===== config.mk =====
export PLATFORM = sky130hd
export DESIGN_NAME = pxdmx_top
export DESIGN_NICKNAME = d
export VERILOG_FILES = /design/src/rtl/pxdmx_pkg.sv /design/src/rtl/pxdmx_capture.sv /design/src/rtl/pxdmx_pair_1x.sv /design/src/rtl/pxdmx_pair_2x.sv /design/src/rtl/pxdmx_top.sv
export SDC_FILE = /design/constraint.sdc
export NUM_CORES = 1
export LEC_CHECK = 0
export ABC_CLOCK_PERIOD_IN_PS = 2100
export BUFFER_PORTS_ARGS = -buffer_cell sky130_fd_sc_hd__buf_4
export CAP_MARGIN = 30
export CORE_MARGIN = 4
export CORE_UTILIZATION = 58
export DETAILED_ROUTE_END_ITERATION = 16
export PLACE_DENSITY_LB_ADDON = 0.2
export SLEW_MARGIN = 20
export SYNTH_ARGS = -nofsm -noshare
export SYNTH_HDL_FRONTEND = slang
export SYNTH_SLANG_ARGS = --single-unit
export TNS_END_PERCENT = 100

===== constraint.sdc =====
create_clock -name clk -period 2.1 [get_ports clk]
set_clock_uncertainty 0.2 [all_clocks]
set_input_delay 0.21 -clock clk [delete_from_list [all_inputs] [get_ports clk]]
set_output_delay 0.21 -clock clk [all_outputs]
set_load 0.02 [all_outputs]

===== src/rtl/pxdmx_pkg.sv =====
`timescale 1ns/1ps
// Shared definitions for the pixel port demultiplexer.
package pxdmx_pkg;
    localparam int HALF_W_DEF = 12;

    // Sideband values that travel with each sample.
    typedef struct packed {
        logic de;
        logic hs;
        logic vs;
    } side_t;
endpackage


===== src/rtl/pxdmx_capture.sv =====
`timescale 1ns/1ps
// Edge capture stage.
// Samples the half port and sideband on the rising edge and, separately,
// on the falling edge. Assumes inputs are stable around both edges when
// the selected mode uses them. Reset is synchronous; the falling-edge bank
// sees the same reset level half a cycle later.
module pxdmx_capture
    import pxdmx_pkg::*;
#(
    parameter int HALF_W = HALF_W_DEF
) (
    input  logic              clk,
    input  logic              rst_n,
    input  logic [HALF_W-1:0] half_in,
    input  side_t             side_in,
    output logic [HALF_W-1:0] rise_half,
    output side_t             rise_side,
    output logic [HALF_W-1:0] fall_half,
    output side_t             fall_side
);
    // Rising-edge sample bank.
    always_ff @(posedge clk) begin
        if (!rst_n) begin
            rise_half <= '0;
            rise_side <= '0;
        end else begin
            rise_half <= half_in;
            rise_side <= side_in;
        end
    end

    // Falling-edge sample bank.
    always_ff @(negedge clk) begin
        if (!rst_n) begin
            fall_half <= '0;
            fall_side <= '0;
        end else begin
            fall_half <= half_in;
            fall_side <= side_in;
        end
    end
endmodule


===== src/rtl/pxdmx_pair_1x.sv =====
`timescale 1ns/1ps
// Pixel-rate pairing path.
// Builds one pixel per cycle from a rising-edge half and a falling-edge
// half. Normal phase: the first half is on the rising edge and the second
// on the following falling edge. Inverted phase: the first half is on the
// falling edge and the second on the next rising edge. Two register
// stages; the strobe rises two cycles after reset and then stays high.
module pxdmx_pair_1x
    import pxdmx_pkg::*;
#(
    parameter int HALF_W = HALF_W_DEF,
    localparam int PIX_W = 2 * HALF_W
) (
    input  logic              clk,
    input  logic              rst_n,
    input  logic              inv,
    input  logic [HALF_W-1:0] half_live,
    input  side_t             side_live,
    input  logic [HALF_W-1:0] fall_half,
    input  side_t             fall_side,
    output logic [PIX_W-1:0]  pix,
    output side_t             side,
    output logic              stb
);
    logic [HALF_W-1:0] s1_lo;
    logic [HALF_W-1:0] s1_hi;
    side_t             s1_side;
    logic              s1_vld;

    // Stage 1: take the rising-edge half and the sideband of the first half.
    always_ff @(posedge clk) begin
        if (!rst_n) begin
            s1_lo   <= '0;
            s1_hi   <= '0;
            s1_side <= '0;
            s1_vld  <= 1'b0;
        end else begin
            s1_vld <= 1'b1;
            if (inv) begin
                s1_lo   <= fall_half;
                s1_hi   <= half_live;
                s1_side <= fall_side;
            end else begin
                s1_lo   <= half_live;
                s1_side <= side_live;
            end
        end
    end

    // Stage 2: join the halves into one pixel.
    always_ff @(posedge clk) begin
        if (!rst_n) begin
            pix  <= '0;
            side <= '0;
            stb  <= 1'b0;
        end else begin
            stb  <= s1_vld;
            side <= s1_side;
            if (inv) begin
                pix <= {s1_hi, s1_lo};
            end else begin
                pix <= {fall_half, s1_lo};
            end
        end
    end
endmodule


===== src/rtl/pxdmx_pair_2x.sv =====
`timescale 1ns/1ps
// Double-rate pairing path.
// Consumes one sample per rising edge. Samples alternate between first and
// second halves. A rising data-enable forces the current sample to be a
// first half. Emits one pixel with a one-cycle strobe after each second
// half. Assumes the caller has already picked the sample edge.
module pxdmx_pair_2x
    import pxdmx_pkg::*;
#(
    parameter int HALF_W = HALF_W_DEF,
    localparam int PIX_W = 2 * HALF_W
) (
    input  logic              clk,
    input  logic              rst_n,
    input  logic [HALF_W-1:0] smp_half,
    input  side_t             smp_side,
    output logic [PIX_W-1:0]  pix,
    output side_t             side,
    output logic              stb
);
    logic              half_q;
    logic              prev_de;
    logic [HALF_W-1:0] hold_lo;
    side_t             hold_side;
    logic              take_first;

    // Decide whether the current sample opens a new pixel.
    always_comb begin
        take_first = !half_q || (smp_side.de && !prev_de);
    end

    // Track the half phase, hold the first half, emit the joined pixel.
    always_ff @(posedge clk) begin
        if (!rst_n) begin
            half_q    <= 1'b0;
            prev_de   <= 1'b0;
            hold_lo   <= '0;
            hold_side <= '0;
            pix       <= '0;
            side      <= '0;
            stb       <= 1'b0;
        end else begin
            prev_de <= smp_side.de;
            stb     <= 1'b0;
            if (take_first) begin
                hold_lo   <= smp_half;
                hold_side <= smp_side;
                half_q    <= 1'b1;
            end else begin
                pix    <= {smp_half, hold_lo};
                side   <= hold_side;
                stb    <= 1'b1;
                half_q <= 1'b0;
            end
        end
    end

    // A rising enable always opens a pixel and never closes one.
    p_first_on_rise_r7: assert property (@(posedge clk) disable iff (!rst_n)
        (smp_side.de && !prev_de) |=> (half_q && !stb));
endmodule


===== src/rtl/pxdmx_top.sv =====
`timescale 1ns/1ps
// Pixel port demultiplexer top.
// Captures 12-bit halves on both clock edges. It routes them to the
// pixel-rate or the double-rate pairing path and registers the chosen
// pixel with its sideband and an update strobe. Assumes mode_2x and
// clk_inv change only during reset.
module pxdmx_top
    import pxdmx_pkg::*;
#(
    parameter int HALF_W = HALF_W_DEF,
    localparam int PIX_W = 2 * HALF_W
) (
    input  logic              clk,
    input  logic              rst_n,
    input  logic              mode_2x,
    input  logic              clk_inv,
    input  logic [HALF_W-1:0] half_in,
    input  logic              hsync_in,
    input  logic              vsync_in,
    input  logic              de_in,
    output logic [PIX_W-1:0]  pix_out,
    output logic              hsync_out,
    output logic              vsync_out,
    output logic              de_out,
    output logic              pix_stb
);
    side_t             side_in;
    logic [HALF_W-1:0] rise_half, fall_half, smp_half;
    side_t             rise_side, fall_side, smp_side;
    logic [PIX_W-1:0]  pix_a, pix_b, pix_sel;
    side_t             side_a, side_b, side_sel;
    logic              stb_a, stb_b, stb_sel;

    // Bundle the sideband inputs.
    always_comb begin
        side_in = '{de: de_in, hs: hsync_in, vs: vsync_in};
    end

    pxdmx_capture #(.HALF_W(HALF_W)) u_cap (
        .clk       (clk),
        .rst_n     (rst_n),
        .half_in   (half_in),
        .side_in   (side_in),
        .rise_half (rise_half),
        .rise_side (rise_side),
        .fall_half (fall_half),
        .fall_side (fall_side)
    );

    pxdmx_pair_1x #(.HALF_W(HALF_W)) u_p1 (
        .clk       (clk),
        .rst_n     (rst_n),
        .inv       (clk_inv),
        .half_live (half_in),
        .side_live (side_in),
        .fall_half (fall_half),
        .fall_side (fall_side),
        .pix       (pix_a),
        .side      (side_a),
        .stb       (stb_a)
    );

    // Double-rate sample stream: the falling bank when inverted, else the rising bank.
    always_comb begin
        smp_half = clk_inv ? fall_half : rise_half;
        smp_side = clk_inv ? fall_side : rise_side;
    end

    pxdmx_pair_2x #(.HALF_W(HALF_W)) u_p2 (
        .clk      (clk),
        .rst_n    (rst_n),
        .smp_half (smp_half),
        .smp_side (smp_side),
        .pix      (pix_b),
        .side     (side_b),
        .stb      (stb_b)
    );

    // Pick the active pairing path.
    always_comb begin
        pix_sel  = mode_2x ? pix_b  : pix_a;
        side_sel = mode_2x ? side_b : side_a;
        stb_sel  = mode_2x ? stb_b  : stb_a;
    end

    // Output register, loaded only on a completed pixel.
    always_ff @(posedge clk) begin
        if (!rst_n) begin
            pix_out   <= '0;
            hsync_out <= 1'b0;
            vsync_out <= 1'b0;
            de_out    <= 1'b0;
            pix_stb   <= 1'b0;
        end else begin
            pix_stb <= stb_sel;
            if (stb_sel) begin
                pix_out   <= pix_sel;
                hsync_out <= side_sel.hs;
                vsync_out <= side_sel.vs;
                de_out    <= side_sel.de;
            end
        end
    end

    p_cadence_1x_r6: assert property (@(posedge clk) disable iff (!rst_n)
        (!mode_2x && $past(pix_stb)) |-> pix_stb);

    p_cadence_2x_r6: assert property (@(posedge clk) disable iff (!rst_n)
        (mode_2x && pix_stb) |=> !pix_stb);

    p_mode_static_r10: assert property (@(posedge clk) disable iff (!rst_n)
        $past(rst_n) |-> ($stable(mode_2x) && $stable(clk_inv)));
endmodule


==> results by group <==
Global routing
  • Pin count of the biggest net entering global routing: 69
  • First-pass GRT wire length: 17.8 mm
  • Total track usage: 22.2%
  • Initial antenna violation count: 0
  • Total grt overflow: 0
  • Number of global-route vias before repair: 3448

Synthesis
  • Yosys top cell area share: 60.4%
  • Syn Nets: 472
  • Yosys cell types: 21
  • Xor/xnor cell area share of the yosys netlist: 0%
  • Cells after synthesis: 453
  • Main combinational cell family by area after synthesis: multiplexers
  • Area leader, netlist: dfxtp_1
  • Top post-synthesis cells by area: dfxtp_1, mux2i_1, nor2_1
  • Synth Area in Simple Gates: 9.02%
  • Complex-gate fraction of the synthesized area: 11.3%
  • Mapped Area: 5270 um^2
  • Seq/Total Area, Yosys: 60.4%
  • Yosys reg bits: 159
  • Yosys warnings: 0
  • Syn_area_per_cell: 11.6 um^2
  • Adder-cell share of the synthesized area: 0%
  • Mux cell area share after synthesis: 15.9%

CTS
  • CTS tree: yes
  • CTS max path bufs: 2
  • H-tree depth: 4
  • CTS Root Cell: clkbuf_8
  • CTS Sinks: 159
  • Clk_lat worst skew: 520 ps
  • CTS Buf Count: 17
  • Worst-path clk slew: 60 ps

Worst setup path
  • WP buf/inv: 1
  • CP Data Required Time: 2290 ps
  • Worst setup SP type: flop
  • Worst path top cell family by delay: flip-flops
  • Critical path class: flop to flop
  • Max incr delay on CP: 330 ps
  • CP Max Fanout: 14
  • Slowest CP cell: dfxtp_2
  • Critical path capture point type: flop
  • Arrival @ worst endpoint: 2650 ps
  • Critical path, cell by cell: mux2_4 -> a21oi_4 -> buf_4 -> o2bb2ai_1

Pwr
  • Clk network pwr share: 47.5%
  • Switching Share: 22.6%
  • Overall power: 7.51 mW
  • Sequential power share: 43.8%
  • Comb pwr share: 8.6%
  • LEAKAGE: 3.00 nW
  • Switching power of the nets: 1.70 mW
  • Cell Pwr Density: 1100 nW/um^2
  • Pint: 5.81 mW
  • Maximum vdd ir drop: 0.818 mV

Cells and area
  • Commonest non-fill, non-tap cell in the layout: dfxtp_1
  • # nets final: 562
  • Layout fillers: 535
  • N_diodes: 0
  • Share of cells above drive strength 1: 18.5%
  • Commonest non-fill, non-tap cells in the layout: dfxtp_1, mux2i_1, nor2_1
  • Final Cell Area: 6820 um^2
  • Area delta synth->final: 29.4%
  • Post-layout util: 77.8%

Floorplan
  • Die area: 10700 um^2
  • Core area: 8760 um^2
  • Io pins: 47
  • Starting density of the core: 60.1%
  • Die height: 103 um
  • Cell Rows: 34
  • Die width: 103 um

Run
  • Max-cap viol count: 0

STA
  • Slew headroom: 76.6%
  • Worst-Margin Slew: 342 ps
  • RSZ-0062 raised after global routing: true
  • Fin. max-slew vios: 0
  • PnR worst setup slack: -364 ps
  • # setup viols final: 43
  • Final hold vios: 0

Drt
  • Vias/cell: 5.29
  • DRC: 0
  • Remaining antenna violation count after routing: 0
  • Routed vias: 3515
  • WL/cell: 16.3 um
  • Detailed Routing Iterations Pass 1: 4
  • Iteration-0 DRC Markers: 92
  • Final WL: 10.8 mm

Outcome
  • Violated checks: setup timing
  • Status: finished, violations left

Placed design
  • Final HPWL DP: 6.44 mm
  • PortBufs: 46
  • Placement Cell Area: 5690 um^2
  • Gp weighted congestion: 0.768

Min path
  • Class of the worst hold path: flop to flop
worst reg2reg max path: stages, from the launching register on:
cell,delay [ps]
dfxtp_2,330
mux2_4,280
a21oi_4,180
buf_4,230
o2bb2ai_1,90
state kept, by name, summed over array words and instances, names as in the netlist, 12 cells and up:
name / flops
pix_out: 24
u_p2.pix: 24
u_cap.fall_half: 12
u_p2.hold_lo: 12
u_p1.s1_hi: 12
u_p1.s1_lo: 12
u_cap.rise_half: 12
u_p1.pix: 24
area by class of cell:
class | count | area, um^2 | area share [%]
clock buffer | 21 | 474 | 6.96
clock inverter | 26 | 268 | 3.93
inverter | 3 | 30.0 | 0.440
multi-input combinational | 258 | 1920 | 28.2
sequential | 159 | 3180 | 46.7
tap | 108 | 135 | 1.98
timing repair buffer | 87 | 779 | 11.4
timing repair inverter | 2 | 22.5 | 0.330
cell usage after synthesis:
| cell | number |
|---|---|
| a21oi_1 | 1 |
| inv_2 | 3 |
| nor2b_1 | 2 |
| buf_1 | 2 |
| o211ai_2 | 1 |
| mux2_2 | 1 |
| a22o_1 | 15 |
| and2_1 | 32 |
| a211oi_1 | 27 |
| a21oi_4 | 1 |
| dfxtp_1 | 159 |
| mux2_4 | 1 |
| inv_1 | 1 |
| buf_2 | 17 |
| buf_4 | 2 |
| clkbuf_1 | 9 |
| o2bb2ai_1 | 26 |
| nand2_1 | 3 |
| mux2i_1 | 81 |
| nor2_1 | 67 |
| buf_6 | 2 |
stage by stage:
step,cells,hold slack (ps),worst slack (ps),setup TNS [ps]
2_1_floorplan,453,37.7,-402,-14520
3_3_place_gp,584,214,-410,-15140
3_5_place_dp,584,220,-477,-17430
4_1_cts,664,235,-344,-13210
5_1_grt,664,250,-405,-15950
6_report,664,238,-364,-14260
what timing repair did:
item / CTS / global route
buffers inserted: 3 / 0
pin swaps: 1 / 0
endpoints found under the setup margin: 43 / 44
resized for setup: 10 / 2
gates cloned: 2 / 0
hold buffers: 29 / 0
hold endpoints to repair: 60 / 0
cell families (layout without fill, tap and decap cells):
kind of cell	count (synthesis)	after routing
multiplexers	83	83
flip-flops	159	159
AO/OA/AOI/OAI	71	71
buffers and inverters	36	139
AND/OR/NAND/NOR	104	104
per-layer routing:
metal / track usage [%] / wire, um / up-vias
met1: 31.8 / 5240 / 1631
met2: 32.7 / 4800 / 99
met5: 0 / 0 / -
met4: 9.66 / 231 / 0
met3: 4.29 / 538 / 18
li1: - / - / 1767
power groups by stage:
stage	registers, mW	logic, mW	clock network, mW
after global placement	3.34	0.554	0.0467
after CTS	3.29	0.644	3.61
after global routing	3.31	0.709	3.75
final	3.29	0.647	3.57
after detailed placement	3.35	0.569	0.0467
after floorplan	3.37	0.349	0.0467
final timing paths:
path,end,depth (start not counted),slack (ps),start
worst min register to register,u_p1.side[1],1,240,u_p1.s1_side[1]
worst max register to register,u_p2.hold_lo[1],4,-360,u_cap.fall_side[2]
worst max-delay path,u_p2.hold_lo[1],4,-360,u_cap.fall_side[2]
worst min-delay path,u_p1.side[1],1,240,u_p1.s1_side[1]
(Power assumes the default switching activity.)
